## config.mk

```make
export PLATFORM = sky130hd
export DESIGN_NAME = rwc_cache
export DESIGN_NICKNAME = d
export VERILOG_FILES = /design/src/rtl/rwc_pkg.sv /design/src/rtl/rwc_match.sv /design/src/rtl/rwc_inval.sv /design/src/rtl/rwc_rr_ptr.sv /design/src/rtl/rwc_cache.sv
export SDC_FILE = /design/constraint.sdc
export NUM_CORES = 1
export LEC_CHECK = 0
export BUFFER_PORTS_ARGS = -buffer_cell sky130_fd_sc_hd__buf_2
export CAP_MARGIN = 0
export CORE_ASPECT_RATIO = 1.2
export CORE_UTILIZATION = 62
export CTS_BUF_LIST = sky130_fd_sc_hd__clkbuf_4 sky130_fd_sc_hd__clkbuf_8
export DETAILED_ROUTE_END_ITERATION = 12
export HOLD_SLACK_MARGIN = 0.1
export PLACE_DENSITY = 0.8
export SETUP_SLACK_MARGIN = 0.4
export SYNTH_ARGS = -nofsm -noshare
export SYNTH_HDL_FRONTEND = slang
export SYNTH_SLANG_ARGS = --single-unit
```

## constraint.sdc

```tcl
create_clock -name clk -period 7.4 [get_ports clk]
set_input_delay 0.74 -clock clk [delete_from_list [all_inputs] [get_ports clk]]
set_output_delay 0.74 -clock clk [all_outputs]
set_load 0.005 [all_outputs]
```

## src/rtl/rwc_pkg.sv

```systemverilog
package rwc_pkg;
    localparam int DEF_SECTOR_W  = 16;
    localparam int DEF_PAGE_BITS = 5;
    localparam int DEF_BLOCK_W   = 12;
    localparam int DEF_ENTRIES   = 8;
endpackage

```

## src/rtl/rwc_match.sv

```systemverilog
module rwc_match #(
    parameter int ENTRIES = 8,
    parameter int TAG_W   = 16,
    localparam int IDX_W  = (ENTRIES > 1) ? $clog2(ENTRIES) : 1
) (
    input  logic [ENTRIES-1:0]            valid,
    input  logic [ENTRIES-1:0][TAG_W-1:0] tags,
    input  logic [TAG_W-1:0]              key,
    output logic                          any,
    output logic [IDX_W-1:0]              idx
);
    logic [ENTRIES-1:0] hit_vec;

    for (genvar g = 0; g < ENTRIES; g++) begin : g_cmp
        assign hit_vec[g] = valid[g] && (tags[g] == key);
    end

    always_comb begin
        idx = '0;
        for (int i = 0; i < ENTRIES; i++) begin
            if (hit_vec[i]) idx = idx | IDX_W'(i);
        end
    end

    assign any = |hit_vec;
endmodule

```

## src/rtl/rwc_inval.sv

```systemverilog
module rwc_inval #(
    parameter int ENTRIES   = 8,
    parameter int SECTOR_W  = 16,
    parameter int PAGE_BITS = 5,
    localparam int VB_W     = SECTOR_W - PAGE_BITS
) (
    input  logic [ENTRIES-1:0]               valid_in,
    input  logic [ENTRIES-1:0][SECTOR_W-1:0] tags,
    input  logic                             inv_en,
    input  logic [VB_W-1:0]                  inv_vblock,
    output logic [ENTRIES-1:0]               valid_out
);
    for (genvar g = 0; g < ENTRIES; g++) begin : g_keep
        assign valid_out[g] = valid_in[g] &&
            !(inv_en && (tags[g][SECTOR_W-1:PAGE_BITS] == inv_vblock));
    end
endmodule

```

## src/rtl/rwc_rr_ptr.sv

```systemverilog
module rwc_rr_ptr #(
    parameter int ENTRIES = 8,
    localparam int IDX_W  = (ENTRIES > 1) ? $clog2(ENTRIES) : 1
) (
    input  logic             clk,
    input  logic             rst_n,
    input  logic             adv,
    output logic [IDX_W-1:0] ptr
);
    logic [IDX_W-1:0] ptr_d, ptr_q;

    always_comb begin
        ptr_d = ptr_q;
        if (adv) begin
            ptr_d = (ptr_q == IDX_W'(ENTRIES - 1)) ? '0 : ptr_q + 1'b1;
        end
    end

    always_ff @(posedge clk or negedge rst_n) begin
        if (!rst_n) ptr_q <= '0;
        else        ptr_q <= ptr_d;
    end

    assign ptr = ptr_q;
endmodule

```

## src/rtl/rwc_cache.sv

```systemverilog
module rwc_cache #(
    parameter int SECTOR_W  = rwc_pkg::DEF_SECTOR_W,
    parameter int PAGE_BITS = rwc_pkg::DEF_PAGE_BITS,
    parameter int BLOCK_W   = rwc_pkg::DEF_BLOCK_W,
    parameter int ENTRIES   = rwc_pkg::DEF_ENTRIES,
    localparam int VB_W     = SECTOR_W - PAGE_BITS,
    localparam int IDX_W    = (ENTRIES > 1) ? $clog2(ENTRIES) : 1
) (
    input  logic                 clk,
    input  logic                 rst_n,
    input  logic                 lk_req,
    input  logic [SECTOR_W-1:0]  lk_sector,
    input  logic                 fill_en,
    input  logic [SECTOR_W-1:0]  fill_sector,
    input  logic [BLOCK_W-1:0]   fill_block,
    input  logic [PAGE_BITS-1:0] fill_page,
    input  logic                 inv_en,
    input  logic [VB_W-1:0]      inv_vblock,
    output logic                 lk_valid,
    output logic                 lk_hit,
    output logic [BLOCK_W-1:0]   lk_block,
    output logic [PAGE_BITS-1:0] lk_page
);
    typedef struct packed {
        logic [ENTRIES-1:0]                valid;
        logic [ENTRIES-1:0][SECTOR_W-1:0]  tag;
        logic [ENTRIES-1:0][BLOCK_W-1:0]   blk;
        logic [ENTRIES-1:0][PAGE_BITS-1:0] pg;
    } table_t;

    typedef struct packed {
        logic                 valid;
        logic                 hit;
        logic [BLOCK_W-1:0]   blk;
        logic [PAGE_BITS-1:0] pg;
    } result_t;

    table_t  tbl_d, tbl_q;
    result_t res_d, res_q;

    logic [ENTRIES-1:0] kept_valid;
    logic               fill_hit;
    logic [IDX_W-1:0]   fill_idx;
    logic [IDX_W-1:0]   rr_ptr;
    logic               rr_adv;
    logic               lk_any;
    logic [IDX_W-1:0]   lk_idx;

    // invalidate is applied before the fill is placed
    rwc_inval #(
        .ENTRIES(ENTRIES), .SECTOR_W(SECTOR_W), .PAGE_BITS(PAGE_BITS)
    ) u_inval (
        .valid_in  (tbl_q.valid),
        .tags      (tbl_q.tag),
        .inv_en    (inv_en),
        .inv_vblock(inv_vblock),
        .valid_out (kept_valid)
    );

    rwc_match #(.ENTRIES(ENTRIES), .TAG_W(SECTOR_W)) u_fill_match (
        .valid(kept_valid),
        .tags (tbl_q.tag),
        .key  (fill_sector),
        .any  (fill_hit),
        .idx  (fill_idx)
    );

    assign rr_adv = fill_en && !fill_hit;

    rwc_rr_ptr #(.ENTRIES(ENTRIES)) u_ptr (
        .clk  (clk),
        .rst_n(rst_n),
        .adv  (rr_adv),
        .ptr  (rr_ptr)
    );

    always_comb begin
        tbl_d       = tbl_q;
        tbl_d.valid = kept_valid;
        if (fill_en) begin
            for (int i = 0; i < ENTRIES; i++) begin
                if (IDX_W'(i) == (fill_hit ? fill_idx : rr_ptr)) begin
                    tbl_d.valid[i] = 1'b1;
                    tbl_d.tag[i]   = fill_sector;
                    tbl_d.blk[i]   = fill_block;
                    tbl_d.pg[i]    = fill_page;
                end
            end
        end
    end

    // lookup sees the table after this cycle's invalidate and fill
    rwc_match #(.ENTRIES(ENTRIES), .TAG_W(SECTOR_W)) u_lk_match (
        .valid(tbl_d.valid),
        .tags (tbl_d.tag),
        .key  (lk_sector),
        .any  (lk_any),
        .idx  (lk_idx)
    );

    always_comb begin
        res_d       = '0;
        res_d.valid = lk_req;
        if (lk_req && lk_any) begin
            res_d.hit = 1'b1;
            res_d.blk = tbl_d.blk[lk_idx];
            res_d.pg  = tbl_d.pg[lk_idx];
        end
    end

    always_ff @(posedge clk or negedge rst_n) begin
        if (!rst_n) begin
            tbl_q <= '0;
            res_q <= '0;
        end else begin
            tbl_q <= tbl_d;
            res_q <= res_d;
        end
    end

    assign lk_valid = res_q.valid;
    assign lk_hit   = res_q.hit;
    assign lk_block = res_q.blk;
    assign lk_page  = res_q.pg;
endmodule

```

After elaboration in Yosys (flattened, before gate mapping)
Cells that the tools add are included.
- word-level logic and storage cells: 164
- latch bits: 0
- memories: 0
- bits in read-only memories: 0
- input port bits: 65
- register bits: 294
- RAM bits: 0
- output and inout bits: 19
- divide/modulo/power cells: 0
- mux-type cells: 54
- reduce and logical (&&, ||, !) cells: 46
- equality and inequality tests: 32
- multiply operators: 0
- shifts and indexed selects: 0
- magnitude comparators: 1
- add/sub/neg operators: 1
- bitwise logic cells: 0
- operators by type and width (operator ; number):
    272-bit 2-to-1 mux ; 1
    16-bit equality test ; 16
    16-bit 2-to-1 mux ; 8
    12-bit 2-to-1 mux ; 9
    11-bit equality test ; 8
    5-bit 2-to-1 mux ; 9
    12-bit binary-select mux with 3-bit select ; 1
    1-bit logical AND ; 34
    3-bit 2-to-1 mux ; 10
    18-bit 2-to-1 mux ; 1
    8-bit OR reduction ; 2
    5-bit binary-select mux with 3-bit select ; 1
    3-bit equality test (first input constant) ; 4
    1-bit 2-to-1 mux ; 10
    1-bit logical NOT ; 9
    2-bit 2-to-1 mux ; 4
    2-bit by 3-bit equality test with 1-bit output (first input constant) ; 2
    3-bit by 4-bit less-than comparator with 1-bit output (second input constant) ; 1
    3-bit by 1-bit adder with 3-bit output (second input constant) ; 1
    1-bit by 3-bit equality test with 1-bit output (first input constant) ; 1
    3-bit equality test (second input constant) ; 1
    3-bit logical NOT ; 1

Longest topological paths before layout
- depth after elaboration: 28
- depth in mapped cells: 20
- gate-level depth less buffers: 14

Cells and area by module
From an unflattened synthesis, not the netlist that was laid out.
- cell total of the unflattened synthesis: 1498
- area, all modules: 16846.2 µm²
- by module, submodules not included (module ; area each (µm²) ; cells each ; sequential area each (µm²) ; instances):
    rwc_cache ; 12331.8 ; 957 ; 7282.0 ; 1
    rwc_match ; 1626.6 ; 199 ; 0.0 ; 2
    rwc_inval ; 1118.6 ; 132 ; 0.0 ; 1
    rwc_rr_ptr ; 142.6 ; 11 ; 75.1 ; 1

Worst setup path after synthesis
OpenSTA, ideal clock, no wires.
- path type: input port to flip-flop
- start point: input inv_vblock[0]
- end point: register res_q, in the netlist lk_block[0]
- setup time: 126 ps
- required time: 7274 ps
- stages on the path: 16
- setup slack: 2497 ps
- path buffers: 3
- data arrival time: 4776 ps
- cell sequence: buf_4 -> xnor2_1 -> nand4_1 -> o31ai_4 -> o221ai_2 -> or4_4 -> a2111oi_4 -> mux2_2 -> a222oi_1 -> and4_1 -> nor4_1 -> buf_4 -> buf_6 -> mux2i_1 -> mux2i_1 -> a221o_1
- RTL lines (item ; line ; text):
    start, declared ; rwc_cache.sv:18 ; input logic [VB_W-1:0] inv_vblock,
    end signal, assigned ; rwc_cache.sv:117 ; res_q <= res_d;
    end, declared ; rwc_cache.sv:39 ; result_t res_d, res_q;

==> impl_summary.log <==
[metrics] number of antenna violations at the first check in global routing: 1
[metrics] leakage dissipation: 8.340 nW
[metrics] dominant cell type by count on the critical path: sky130_fd_sc_hd__nor2_1
[metrics] slew at the pin closest to its max-slew limit: 1320 ps
[metrics] Wirelength per Cell: 27.80 um
[metrics] Final Hold Fails: 0
[metrics] total chip power: 7.350 mW
[metrics] Routability Congestion: 1.018
[metrics] final-layout setup total negative slack: 0 ps
[metrics] worst relative slew slack: 9.697%
[metrics] Die Width: 154.7 um
[metrics] share of layout cells above drive strength 1: 28.36%
[metrics] slowest cell delay on critical path: 1180 ps
[metrics] leading cell types by total area after synthesis: sky130_fd_sc_hd__dfrtp_1, sky130_fd_sc_hd__mux2_2, sky130_fd_sc_hd__xor2_1
[metrics] total half-perimeter wirelength after legalization and detailed placement: 37.52 mm
[metrics] kind of start point of the critical path: input pin
[metrics] global route overflow: 0
[metrics] Pwr Density: 388.8 mW/mm^2
[metrics] maximum buffer depth of the clock tree: 3
[metrics] total routing usage reported by global routing: 39.83%
[metrics] count of routing violations after the opening detailed-route iteration: 1291
[metrics] post-synth design cell area: 0.01736 mm^2
[metrics] run status: finished clean
[metrics] library cell with the largest summed area after synthesis: sky130_fd_sc_hd__dfrtp_1
[metrics] max-cap violations: 0
[metrics] clock sink count: 294
[metrics] arrival time at the worst endpoint: 6690 ps
[metrics] type of destination of the critical path: register
[metrics] total of warnings raised by yosys: 0
[metrics] Seq cells post-synth: 294
[metrics] Cell Rows: 66
[metrics] Finished Layout Cells: 2010
[metrics] net count of the mapped netlist: 1617
[metrics] antenna viol nets, final: 0
[metrics] placed instance count: 1923
[metrics] number of gates given a new drive strength after cts: 0
[metrics] total DRC errors in the routed layout: 0
[metrics] highest-delay cell along the critical path: sky130_fd_sc_hd__a2111oi_0
[metrics] Primary FF master, synth: sky130_fd_sc_hd__dfrtp_1
[metrics] fin crit period: 6224 ps
[metrics] CP cell instances: buf_2, xor2_1, nor4_1, nand4_1, o22ai_2, nor4_2, nor2_1, nor2_4, mux2i_1, a2111oi_0, nor2_1, and3_2, mux2_2, a221o_1
[metrics] global-route wire length before repair: 82.92 mm
[metrics] core area: 0.02733 mm^2
[metrics] library cell used as clock root buffer: sky130_fd_sc_hd__clkbuf_8
[metrics] count of final max-slew check failures: 0
[metrics] CP Data Required Time: 7860 ps
[metrics] starting utilization of the core area: 63.50%
[metrics] clock buffer count from CTS: 47
[metrics] count of unique library cells instantiated by Yosys: 82
[metrics] area share of the largest cell type after synthesis: 42.38%
[metrics] Setup violations, final: 0
[metrics] Skew-Pair Late Insertion Delay: 600 ps
[metrics] count of input and output buffers: 83
[metrics] share of synthesized registers carrying an async set or reset: 100.0%
[metrics] boundary pin count: 84
[metrics] floorplan die area: 0.02867 mm^2
[metrics] detailed-routing iteration count for the pre-antenna-repair pass: 5
[metrics] final-stage net count: 1665
[metrics] post-route fraction of the period consumed by the critical path: 84.11%
[metrics] count of flip-flops with a built-in enable after synthesis: 0
[metrics] post-route clock skew: 27.11 ps
[metrics] antenna fix cells: 0
[metrics] via count of the first global-routing pass: 13180
[metrics] most common library cell in the layout ignoring fill and taps: sky130_fd_sc_hd__dfrtp_1
[metrics] via density per instance: 6.518
[metrics] mean area per synthesized cell: 11.20 um^2
[metrics] CTS Hold Bufs: 0
[metrics] total detailed-routing wirelength: 55.87 mm
[metrics] IR Drop Worst-Case VDD: 272.9 uV
[metrics] sequential element share of the synthesized area: 42.38%
[metrics] unrepaired setup endpoints after global routing: no
[metrics] most used cells in the layout excluding fill and tap cells: sky130_fd_sc_hd__dfrtp_1, sky130_fd_sc_hd__mux2_2, sky130_fd_sc_hd__xor2_1
[metrics] clock transition at the registers of the reported paths: 60 ps
[metrics] via count: 13100
[metrics] CTS tree: done
[metrics] # Post-CTS Setup Buffers: 0
[metrics] type of the tightest min-delay check: input pin to async pin
[metrics] highest fanout seen on the critical path: 34
[metrics] type of the setup path with the least slack: input pin to register
[metrics] Filler Cell Count: 2064
[metrics] H-tree depth reported by CTS: 2
[metrics] layout overhead on the synthesized area: 8.902%
[metrics] vertical die dimension: 185.3 um
[metrics] largest net degree at the start of global routing: 89
[metrics] highest clock frequency the design can meet: 160.7 MHz
[metrics] Synth Instances: 1550
==> report_power, final <==
group	switching [mW]	internal (mW)
Clock	0.674	0.843
Combinational	1.38	1.40
Sequential	0.713	2.34
Total	2.77	4.58
==> cell usage after synthesis, types with 18 or more instances <==
library cell and count:
sky130_fd_sc_hd__clkbuf_1 39, sky130_fd_sc_hd__xnor2_1 150, sky130_fd_sc_hd__nor2_1 37, sky130_fd_sc_hd__nand3_1 19, sky130_fd_sc_hd__a221o_1 18, sky130_fd_sc_hd__mux2_2 224
sky130_fd_sc_hd__xor2_1 170, sky130_fd_sc_hd__mux2i_1 78, sky130_fd_sc_hd__dfrtp_1 294, sky130_fd_sc_hd__o21ai_0 38, sky130_fd_sc_hd__buf_2 36, sky130_fd_sc_hd__inv_1 32
sky130_fd_sc_hd__nand4_1 52, sky130_fd_sc_hd__nor4_1 52, sky130_fd_sc_hd__nand2_1 105
==> cell families (layout without fill, tap and decap cells) <==
| logic type | after synthesis | in the layout | synth area share, % |
|---|---|---|---|
| compound gates | 153 | 153 | 7.475 |
| buf+inv | 143 | 229 | 4.159 |
| simple gates | 332 | 332 | 10.31 |
| xor+xnor | 320 | 320 | 16.15 |
| mux | 306 | 306 | 19.38 |
| flops | 294 | 294 | 42.38 |
| fa+ha+maj | 2 | 2 | 0.1441 |
==> layout make-up <==
class	count	area [um^2]	area share [%]
multi-input cells	1113	9310	49.25
flip-flops and latches	294	7357	38.92
clock inverters	6	45.04	0.2383
inverters	36	135.1	0.7149
well taps	374	467.9	2.476
clock buffers	81	989.7	5.236
repair buffers	106	598.1	3.164
==> per-stage QoR <==
step           utilization (%)  cell area [um^2]  setup slack (ps)  hold WS (ps)
2_1_floorplan                -             17360              2497         444.4
3_3_place_gp             65.37             17870             629.7         474.8
3_5_place_dp             65.37             17870             701.1         479.8
4_1_cts                  69.16             18900              1249         115.0
5_1_grt                  69.16             18900             975.7         142.3
6_report                 69.16             18900              1176         113.9
==> metal layers <==
layer / GRT usage (%) / vias to the layer above / part of all wire, %
met5: 0 / - / 0.023
met4: 24.48 / 2 / 6.8
met3: 7.698 / 231 / 8.8
met2: 64.38 / 762 / 46
met1: 49.57 / 6516 / 38
li1: - / 5591 / -
==> critical path: cells and delay by family <==
family / cells / cell delay, ps
and+or+nand+nor: 7 / 2670
AOI/OAI and AO/OA: 3 / 1870
muxes: 2 / 640
buffers and inverters: 1 / 490
xor gates and xnor gates: 1 / 220
==> state kept, by name, summed over array words and instances (netlist names) <==
| register | count |
|---|---|
| lk_block | 12 |
| lk_hit | 1 |
| lk_page | 5 |
| lk_valid | 1 |
| tbl_q | 272 |
| u_ptr.ptr | 3 |
==> path summary, 6_finish.rpt <==
path	slack, ps	endpoint	cells past startpoint	start
worst max-delay path	1180	lk_block[10]	14	fill_sector[8]
worst min-delay path	110	tbl_q[192]	1	rst_n
worst max register to register	1180	lk_block[10]	13	tbl_q[230]
worst min register to register	490	tbl_q[72]	1	tbl_q[72]
max in group asynchronous	5780	tbl_q[68]	2	rst_n
min in group clk	340	lk_valid	1	lk_req
Note: power is estimated with default switching activity, not from simulation.
